--- src/rtl/sercon_pkg.sv ---
package sercon_pkg;

  typedef enum logic [2:0] {
    REG_STAT  = 3'd0,
    REG_DATA  = 3'd1,
    REG_BAUD  = 3'd2,
    REG_CTL1  = 3'd3,
    REG_CTL2  = 3'd4,
    REG_CTL3  = 3'd5,
    REG_GUARD = 3'd6
  } reg_sel_e;

  typedef enum logic [2:0] {
    RX_IDLE,
    RX_START,
    RX_DATA,
    RX_STOP,
    RX_WAIT_HIGH
  } rx_state_e;

  // status word flag positions
  localparam int ST_DREAD = 7;
  localparam int ST_DONE  = 6;
  localparam int ST_AVAIL = 5;

  // control-1 bit positions
  localparam int CT_ON   = 13;
  localparam int CT_RXIE = 5;
  localparam int CT_RXON = 2;

  localparam logic [31:0] STAT_INIT     = 32'h00C0_0000;
  localparam logic [31:0] STAT_LOAD_MAX = 32'h0000_03FF;
  localparam int          DATA_RD_BITS  = 10;
  localparam int          CHAR_BITS     = 8;

endpackage

--- src/rtl/sercon_bitclk.sv ---
module sercon_bitclk #(
  parameter int DIV_W = 16
) (
  input  logic             clk,
  input  logic             rst,
  input  logic             restart,
  input  logic             half,
  input  logic [DIV_W-1:0] div,
  output logic             tick
);
  localparam logic [DIV_W-1:0] DIV_MIN = DIV_W'(2);

  logic [DIV_W-1:0] div_eff;
  logic [DIV_W-1:0] cnt;

  always_comb div_eff = (div < DIV_MIN) ? DIV_MIN : div;

  always_ff @(posedge clk) begin
    if (rst) begin
      cnt <= '0;
    end else if (restart) begin
      cnt <= (half ? (div_eff >> 1) : div_eff) - 1'b1;
    end else if (cnt == '0) begin
      cnt <= div_eff - 1'b1;
    end else begin
      cnt <= cnt - 1'b1;
    end
  end

  assign tick = (cnt == '0) && !restart;

endmodule

--- src/rtl/sercon_tx.sv ---
module sercon_tx #(
  parameter int DIV_W = 16
) (
  input  logic             clk,
  input  logic             rst,
  input  logic             start,
  input  logic [7:0]       data,
  input  logic [DIV_W-1:0] div,
  output logic             txd,
  output logic             busy,
  output logic             done
);
  localparam int FRAME_BITS = 10;

  logic [FRAME_BITS-1:0] shreg;
  logic [3:0]            nbit;
  logic                  go;
  logic                  tick;

  assign go = start && !busy;

  sercon_bitclk #(.DIV_W(DIV_W)) u_clk (
    .clk     (clk),
    .rst     (rst),
    .restart (go),
    .half    (1'b0),
    .div     (div),
    .tick    (tick)
  );

  always_ff @(posedge clk) begin
    if (rst) begin
      shreg <= '1;
      nbit  <= '0;
      busy  <= 1'b0;
      done  <= 1'b0;
      txd   <= 1'b1;
    end else begin
      done <= 1'b0;
      txd  <= busy ? shreg[0] : 1'b1;
      if (go) begin
        shreg <= {1'b1, data, 1'b0};
        nbit  <= '0;
        busy  <= 1'b1;
      end else if (busy && tick) begin
        shreg <= {1'b1, shreg[FRAME_BITS-1:1]};
        if (nbit == 4'(FRAME_BITS - 1)) begin
          busy <= 1'b0;
          done <= 1'b1;
        end else begin
          nbit <= nbit + 1'b1;
        end
      end
    end
  end

  // completion only ends a frame that was running
  p_done_ends_frame_r10: assert property (@(posedge clk) disable iff (rst)
    done |-> ($past(busy) && !busy));

  // the line rests high when no frame was in flight
  p_idle_line_high_r10: assert property (@(posedge clk) disable iff (rst)
    (!busy && !$past(busy)) |-> txd);

endmodule

--- src/rtl/sercon_rx.sv ---
module sercon_rx
  import sercon_pkg::*;
#(
  parameter int DIV_W = 16
) (
  input  logic             clk,
  input  logic             rst,
  input  logic             rxd,
  input  logic [DIV_W-1:0] div,
  output logic             done,
  output logic [7:0]       rx_byte
);
  logic       sync1, sync2;
  rx_state_e  state;
  logic [2:0] nbit;
  logic [7:0] shreg;
  logic       tick;
  logic       restart;

  assign restart = (state == RX_IDLE) && !sync2;

  sercon_bitclk #(.DIV_W(DIV_W)) u_clk (
    .clk     (clk),
    .rst     (rst),
    .restart (restart),
    .half    (1'b1),
    .div     (div),
    .tick    (tick)
  );

  always_ff @(posedge clk) begin
    if (rst) begin
      sync1   <= 1'b1;
      sync2   <= 1'b1;
      state   <= RX_IDLE;
      nbit    <= '0;
      shreg   <= '0;
      done    <= 1'b0;
      rx_byte <= '0;
    end else begin
      sync1 <= rxd;
      sync2 <= sync1;
      done  <= 1'b0;
      case (state)
        RX_IDLE: if (!sync2) state <= RX_START;
        RX_START: if (tick) begin
          state <= sync2 ? RX_IDLE : RX_DATA;
          nbit  <= '0;
        end
        RX_DATA: if (tick) begin
          shreg <= {sync2, shreg[7:1]};
          if (nbit == 3'd7) state <= RX_STOP;
          else nbit <= nbit + 1'b1;
        end
        RX_STOP: if (tick) begin
          if (sync2) begin
            done    <= 1'b1;
            rx_byte <= shreg;
            state   <= RX_IDLE;
          end else begin
            state <= RX_WAIT_HIGH;
          end
        end
        RX_WAIT_HIGH: if (sync2) state <= RX_IDLE;
        default: state <= RX_IDLE;
      endcase
    end
  end

  // a character is only delivered straight out of the stop-bit phase
  p_done_from_stop_r11: assert property (@(posedge clk) disable iff (rst)
    done |-> ($past(state) == RX_STOP && $past(sync2)));

endmodule

--- src/rtl/sercon.sv ---
module sercon
  import sercon_pkg::*;
#(
  parameter int ADDR_W = 5,
  parameter int DIV_W  = 16
) (
  input  logic              clk,
  input  logic              rst,
  input  logic              bus_wr,
  input  logic              bus_rd,
  input  logic [ADDR_W-1:0] bus_addr,
  input  logic [31:0]       bus_wdata,
  output logic [31:0]       bus_rdata,
  output logic              irq,
  input  logic              rxd,
  output logic              txd
);
  logic [31:0] stat_q, data_q, baud_q, ctl1_q, ctl2_q, ctl3_q, guard_q;
  logic [31:0] stat_d;
  reg_sel_e    sel;
  logic        aligned;
  logic        wr_stat, rd_stat, wr_data, rd_data;
  logic        tx_busy, tx_done;
  logic        rx_done, rx_accept;
  logic [7:0]  rx_byte;

  assign sel     = reg_sel_e'(bus_addr[4:2]);
  assign aligned = (bus_addr[1:0] == 2'b00) && ((bus_addr >> 5) == '0);
  assign wr_stat = bus_wr && aligned && (sel == REG_STAT);
  assign rd_stat = bus_rd && aligned && (sel == REG_STAT);
  assign wr_data = bus_wr && aligned && (sel == REG_DATA);
  assign rd_data = bus_rd && aligned && (sel == REG_DATA);

  assign rx_accept = rx_done && ctl1_q[CT_ON] && ctl1_q[CT_RXON] && !stat_q[ST_AVAIL];

  sercon_tx #(.DIV_W(DIV_W)) u_tx (
    .clk   (clk),
    .rst   (rst),
    .start (wr_data),
    .data  (bus_wdata[7:0]),
    .div   (baud_q[DIV_W-1:0]),
    .txd   (txd),
    .busy  (tx_busy),
    .done  (tx_done)
  );

  sercon_rx #(.DIV_W(DIV_W)) u_rx (
    .clk     (clk),
    .rst     (rst),
    .rxd     (rxd),
    .div     (baud_q[DIV_W-1:0]),
    .done    (rx_done),
    .rx_byte (rx_byte)
  );

  // status: host access first, hardware events take precedence
  always_comb begin
    stat_d = stat_q;
    if (wr_stat) stat_d = (bus_wdata <= STAT_LOAD_MAX) ? bus_wdata : (stat_q & bus_wdata);
    if (rd_stat) stat_d[ST_DONE] = 1'b0;
    if (rd_data) begin
      stat_d[ST_DREAD] = 1'b1;
      stat_d[ST_AVAIL] = 1'b0;
    end
    if (tx_done)   stat_d[ST_DONE]  = 1'b1;
    if (rx_accept) stat_d[ST_AVAIL] = 1'b1;
  end

  always_ff @(posedge clk) begin
    if (rst) begin
      stat_q <= STAT_INIT;
      data_q <= '0;
      irq    <= 1'b0;
    end else begin
      stat_q <= stat_d;
      if (rx_accept) data_q <= {24'b0, rx_byte};
      irq <= ctl1_q[CT_RXIE] && stat_q[ST_AVAIL];
    end
  end

  always_ff @(posedge clk) begin
    if (rst) begin
      baud_q  <= '0;
      ctl1_q  <= '0;
      ctl2_q  <= '0;
      ctl3_q  <= '0;
      guard_q <= '0;
    end else if (bus_wr && aligned) begin
      case (sel)
        REG_BAUD:  baud_q  <= bus_wdata;
        REG_CTL1:  ctl1_q  <= bus_wdata;
        REG_CTL2:  ctl2_q  <= bus_wdata;
        REG_CTL3:  ctl3_q  <= bus_wdata;
        REG_GUARD: guard_q <= bus_wdata;
        default: ;
      endcase
    end
  end

  always_ff @(posedge clk) begin
    if (rst) begin
      bus_rdata <= '0;
    end else if (bus_rd && aligned) begin
      case (sel)
        REG_STAT:  bus_rdata <= stat_q;
        REG_DATA:  bus_rdata <= {{(32-DATA_RD_BITS){1'b0}}, data_q[DATA_RD_BITS-1:0]};
        REG_BAUD:  bus_rdata <= baud_q;
        REG_CTL1:  bus_rdata <= ctl1_q;
        REG_CTL2:  bus_rdata <= ctl2_q;
        REG_CTL3:  bus_rdata <= ctl3_q;
        REG_GUARD: bus_rdata <= guard_q;
        default:   bus_rdata <= '0;
      endcase
    end else begin
      bus_rdata <= '0;
    end
  end

  // an accepted character lands in the data word and raises the flag
  p_rx_latch_r6: assert property (@(posedge clk) disable iff (rst)
    (rx_done && ctl1_q[CT_ON] && ctl1_q[CT_RXON] && !stat_q[ST_AVAIL])
      |=> (stat_q[ST_AVAIL] && data_q[7:0] == $past(rx_byte)));

  // with either enable off the data word does not move
  p_rx_gated_r7: assert property (@(posedge clk) disable iff (rst)
    (rx_done && !(ctl1_q[CT_ON] && ctl1_q[CT_RXON])) |=> $stable(data_q));

  // a waiting character is never overwritten
  p_rx_hold_r8: assert property (@(posedge clk) disable iff (rst)
    (rx_done && stat_q[ST_AVAIL]) |=> $stable(data_q));

  // a status read leaves frame-complete low unless a frame ends then
  p_done_clear_r4: assert property (@(posedge clk) disable iff (rst)
    (rd_stat && !wr_stat && !tx_done) |=> !stat_q[ST_DONE]);

  // interrupt follows the waiting flag down
  p_irq_drop_r9: assert property (@(posedge clk) disable iff (rst)
    $fell(stat_q[ST_AVAIL]) |=> !irq);

endmodule

--- config.mk ---
export PLATFORM = sky130hd
export DESIGN_NAME = sercon
export DESIGN_NICKNAME = d
export VERILOG_FILES = /design/src/rtl/sercon_pkg.sv /design/src/rtl/sercon_bitclk.sv /design/src/rtl/sercon_tx.sv /design/src/rtl/sercon_rx.sv /design/src/rtl/sercon.sv
export SDC_FILE = /design/constraint.sdc
export NUM_CORES = 1
export LEC_CHECK = 0
export BUFFER_PORTS_ARGS = -buffer_cell sky130_fd_sc_hd__clkbuf_2
export CAP_MARGIN = 0
export CORE_ASPECT_RATIO = 1.5
export CORE_MARGIN = 2
export CORE_UTILIZATION = 29
export CTS_BUF_LIST = sky130_fd_sc_hd__clkbuf_8
export DETAILED_ROUTE_END_ITERATION = 8
export SLEW_MARGIN = 20
export SYNTH_ARGS = -nofsm -noshare
export SYNTH_HDL_FRONTEND = slang
export SYNTH_HIERARCHICAL = 1
export SYNTH_SLANG_ARGS = --single-unit
--- constraint.sdc ---
create_clock -name clk -period 4.09 [get_ports clk]
set_input_delay 0.818 -clock clk [delete_from_list [all_inputs] [get_ports clk]]
set_output_delay 0.818 -clock clk [all_outputs]
set_load 0.05 [all_outputs]
==> results.md <==
- Worst Hold Class: flip-flop to flip-flop
- Via count: 12419
- CTS Hold Bufs: 0
- Nature of the critical path startpoint: flip-flop
- Post-synth EDFFs: 0
- FF-to-FF End: u_rx/u_clk/cnt[14]
- Number of global-route vias before repair: 12253
- Vias per inst: 5.43
- Flops & latches, synth: approximately 300
- Clock tree buffer depth: 3
- DRC: 0
- Area grow syn2layout: 12.9%
- CTS resizes: 0
- Port Buffers: 75
- Power per cell area: approximately 480 nW/um2
- Max IR drop VDD: 0.220 mV
- Area share of the largest cell type after synthesis: 44.1%
- Total grt overflow: 0
- Post-Route Setup TNS: 0 ps
- Static Leak: roughly 5.7 nW
- Critical Path End Type: flip-flop
- Initial antenna violation count: 1
- Final setup viols: 0
- Clock share of power: 34.0%
- Worst-path clk slew: about 60 ps
- I/O pin cnt: 76
- First-pass GRT wire length: 71000 um
- Switching Share: around 33%
- Syn_area_per_cell: around 8.6 um2
- Hold wc startpoint: u_rx/sync1
- Post-CTS setup buffers: 0
- Antenna Violating Nets Remaining: 0
- Global placement routability congestion: 0.842
- Initial DRC Count: 903
- Clk_skew: 39.1 ps
- Drt first pass iters: 8
- Synthesis Warnings: 6
- WHS: 401 ps
- Reg2Reg Setup Slack: 720 ps
- Max-slew headroom: 32.1%
- Post-Syn Area: 13900 um2
- Rows: 98
- Reg power frac: 43.6%
- Initial Util: about 29%
- CP Class: flip-flop to flip-flop
- DIE WIDTH: 183 um
- Switching pwr: 0.00245 W
- Power share of the combinational group: 22.4%
- Largest net degree at the start of global routing: 195
- FF-to-FF Start: u_rx/state[2]
- Max-slew violations: 0
- Hold Path Cell Cnt: 1
- Worst R2R Path Depth: 11
- Leading area contributor after synthesis: dfxtp_1
- Synth Flop Type: dfxtp_1
- CTS tree: done
- Total CTS buffers: 47
- Hold endpoint: u_rx/sync2
- Most common cell in the netlist: nand2_1
- Final worst-path cycle share: 82.5%
- Synth top cells by count: nand2_1 (397), dfxtp_1 (306), a21oi_1 (208), clkbuf_1 (86), nor2_1 (61)
- Height of the die: 272 um
- WP data required: 4530 ps
- Die Area: 49700 um2
- WL final: 45800 um
- Root buf cell: clkbuf_8
- RSZ-0062 raised after global routing: false
- Fin nets: 1702
- Core area: around 47000 um2
- Status: complete, no violations
- WL per Instance: 20.0 um
- Max-Cap Viols: 0
- Fin. Hold Viols: 0
- Htree depth: 2
- Total GRT Usage: a little under a fifth
- Largest cells by area after synthesis: dfxtp_1 (44%), nand2_1 (11%), a21oi_1 (7.5%)
- Post-synthesis async set-or-reset flop share: 0%
- Yosys cell types: 84
- Share of cells above drive strength 1: a little under a fifth
- DP HPWL: 29600 um
- Sink Count: 306
- Worst Tran Pin Value: a little over 1000 ps
- Gate Count Post-Synth: 1621
- Worst EP arrival: 3810 ps
- Fin crit period: 3370 ps
- Peak Freq: roughly 300 MHz
- Int Pwr: 0.00507 W
- Crit path max fanout: 9
- Clk_lat worst skew: 620 ps
- Sequential area share after synthesis: around 44%
[cell usage in the layout, fill, tap and decap left out, types with 14 or more instances in the layout]
cell | netlist | routed
nand2_1 | 397 | 397
dfxtp_1 | 306 | 306
a21oi_1 | 208 | 208
clkbuf_2 | 0 | 74
nor2_1 | 61 | 61
clkbuf_8 | 0 | 55
a221oi_1 | 49 | 49
mux2_2 | 47 | 47
nor3_1 | 42 | 42
buf_4 | 0 | 33
inv_1 | 10 | 29
mux2i_1 | 24 | 24
nand3_1 | 21 | 21
o221a_2 | 19 | 19
nor4_1 | 20 | 19
nor2b_1 | 17 | 16
a22oi_1 | 14 | 14
[cell type report]
type                            count  area [um2]
Antenna cell                        1        2.50
Multi-Input combinational cell   1173        7090
Clock buffer                       55         757
Sequential cell                   306        6130
Inverter                           13        48.8
Timing Repair Buffer              113         729
Fill cell                        4913       31800
Clock inverter                     28         170
Tap cell                          600         751
[metal layers]
layer	wire, um	vias to the layer above	track usage (%)
li1	-	5814	-
met1	17600	6015	20.4
met2	23100	470	32.6
met3	2510	120	2.35
met4	2560	0	10.2
met5	0	-	0
[worst max path at each step]
stage                                     to  depth (start not counted)  slack, ps          start
final                     u_rx/u_clk/cnt[14]                         11        720  u_rx/state[2]
after global routing      u_rx/u_clk/cnt[14]                         11        510  u_rx/state[2]
after CTS                 u_rx/u_clk/cnt[14]                          9        780  u_rx/state[2]
after detailed placement  u_tx/u_clk/cnt[13]                         13        340    bus_addr[4]
after global placement    u_tx/u_clk/cnt[13]                         13        390    bus_addr[4]
after floorplan           u_tx/u_clk/cnt[14]                         17        320    bus_addr[2]
[power by group through the flow]
stage / Combinational (W) / Clock (W) / Sequential (W)
floorplan: 0.00127 / 0 / 0.00329
global placement: 0.00165 / 0 / 0.00334
detailed placement: 0.00166 / 0 / 0.00333
CTS: 0.00167 / 0.00263 / 0.00327
global route: 0.00186 / 0.00274 / 0.00328
finish: 0.00168 / 0.00255 / 0.00328
[cell families (layout without fill, tap and decap cells)]
logic type               count (synthesis)  after routing  synth area share [%]
XOR/XNOR                                20             20                  1.26
other                                    2              5                0.0541
AND/OR/NAND/NOR                        656            656                  22.2
buffers and inverters                  144            209                  4.95
AO/OA/AOI/OAI                          411            411                  20.7
multiplexers                            76             76                  6.24
flip-flops                             306            306                  44.1
adder cells (fa/ha/maj)                  6              6                 0.540
[sequential cells by signal, summed over array words and instances (netlist names), 3 cells and up]
register,flops
baud_q,32
bus_rdata,32
ctl1_q,32
ctl2_q,32
ctl3_q,32
guard_q,32
stat_q,32
u_rx/u_clk/cnt,16
u_tx/u_clk/cnt,16
u_tx/shreg,9
data_q,8
u_rx/rx_byte,8
u_rx/shreg,8
u_tx/nbit,4
u_rx/nbit,3
u_rx/state,3
[per-stage QoR]
stage                     setup WS [ps]  power (W)  utilization, %  area, um2  instances
after floorplan                     316    0.00456               -      13900       1623
after global placement              393    0.00498            31.1      14700       2205
after detailed placement            337    0.00499            31.1      14700       2205
after CTS                           781    0.00757            33.0      15700       2288
after global routing                515    0.00788            33.0      15700       2289
final                               716    0.00751            33.0      15700       2289
[worst max-delay path: stages, from the launching register on]
cell and delay (ps):
dfxtp_1 390, nor4_2 740, inv_2 90, nand3_1 140, o22ai_1 220, a221oi_1 370
ha_1 220, inv_1 80, nor3b_2 420, nand2_1 140, nor4_1 340, nor3_1 90
Power figures use the tool's default switching activity.
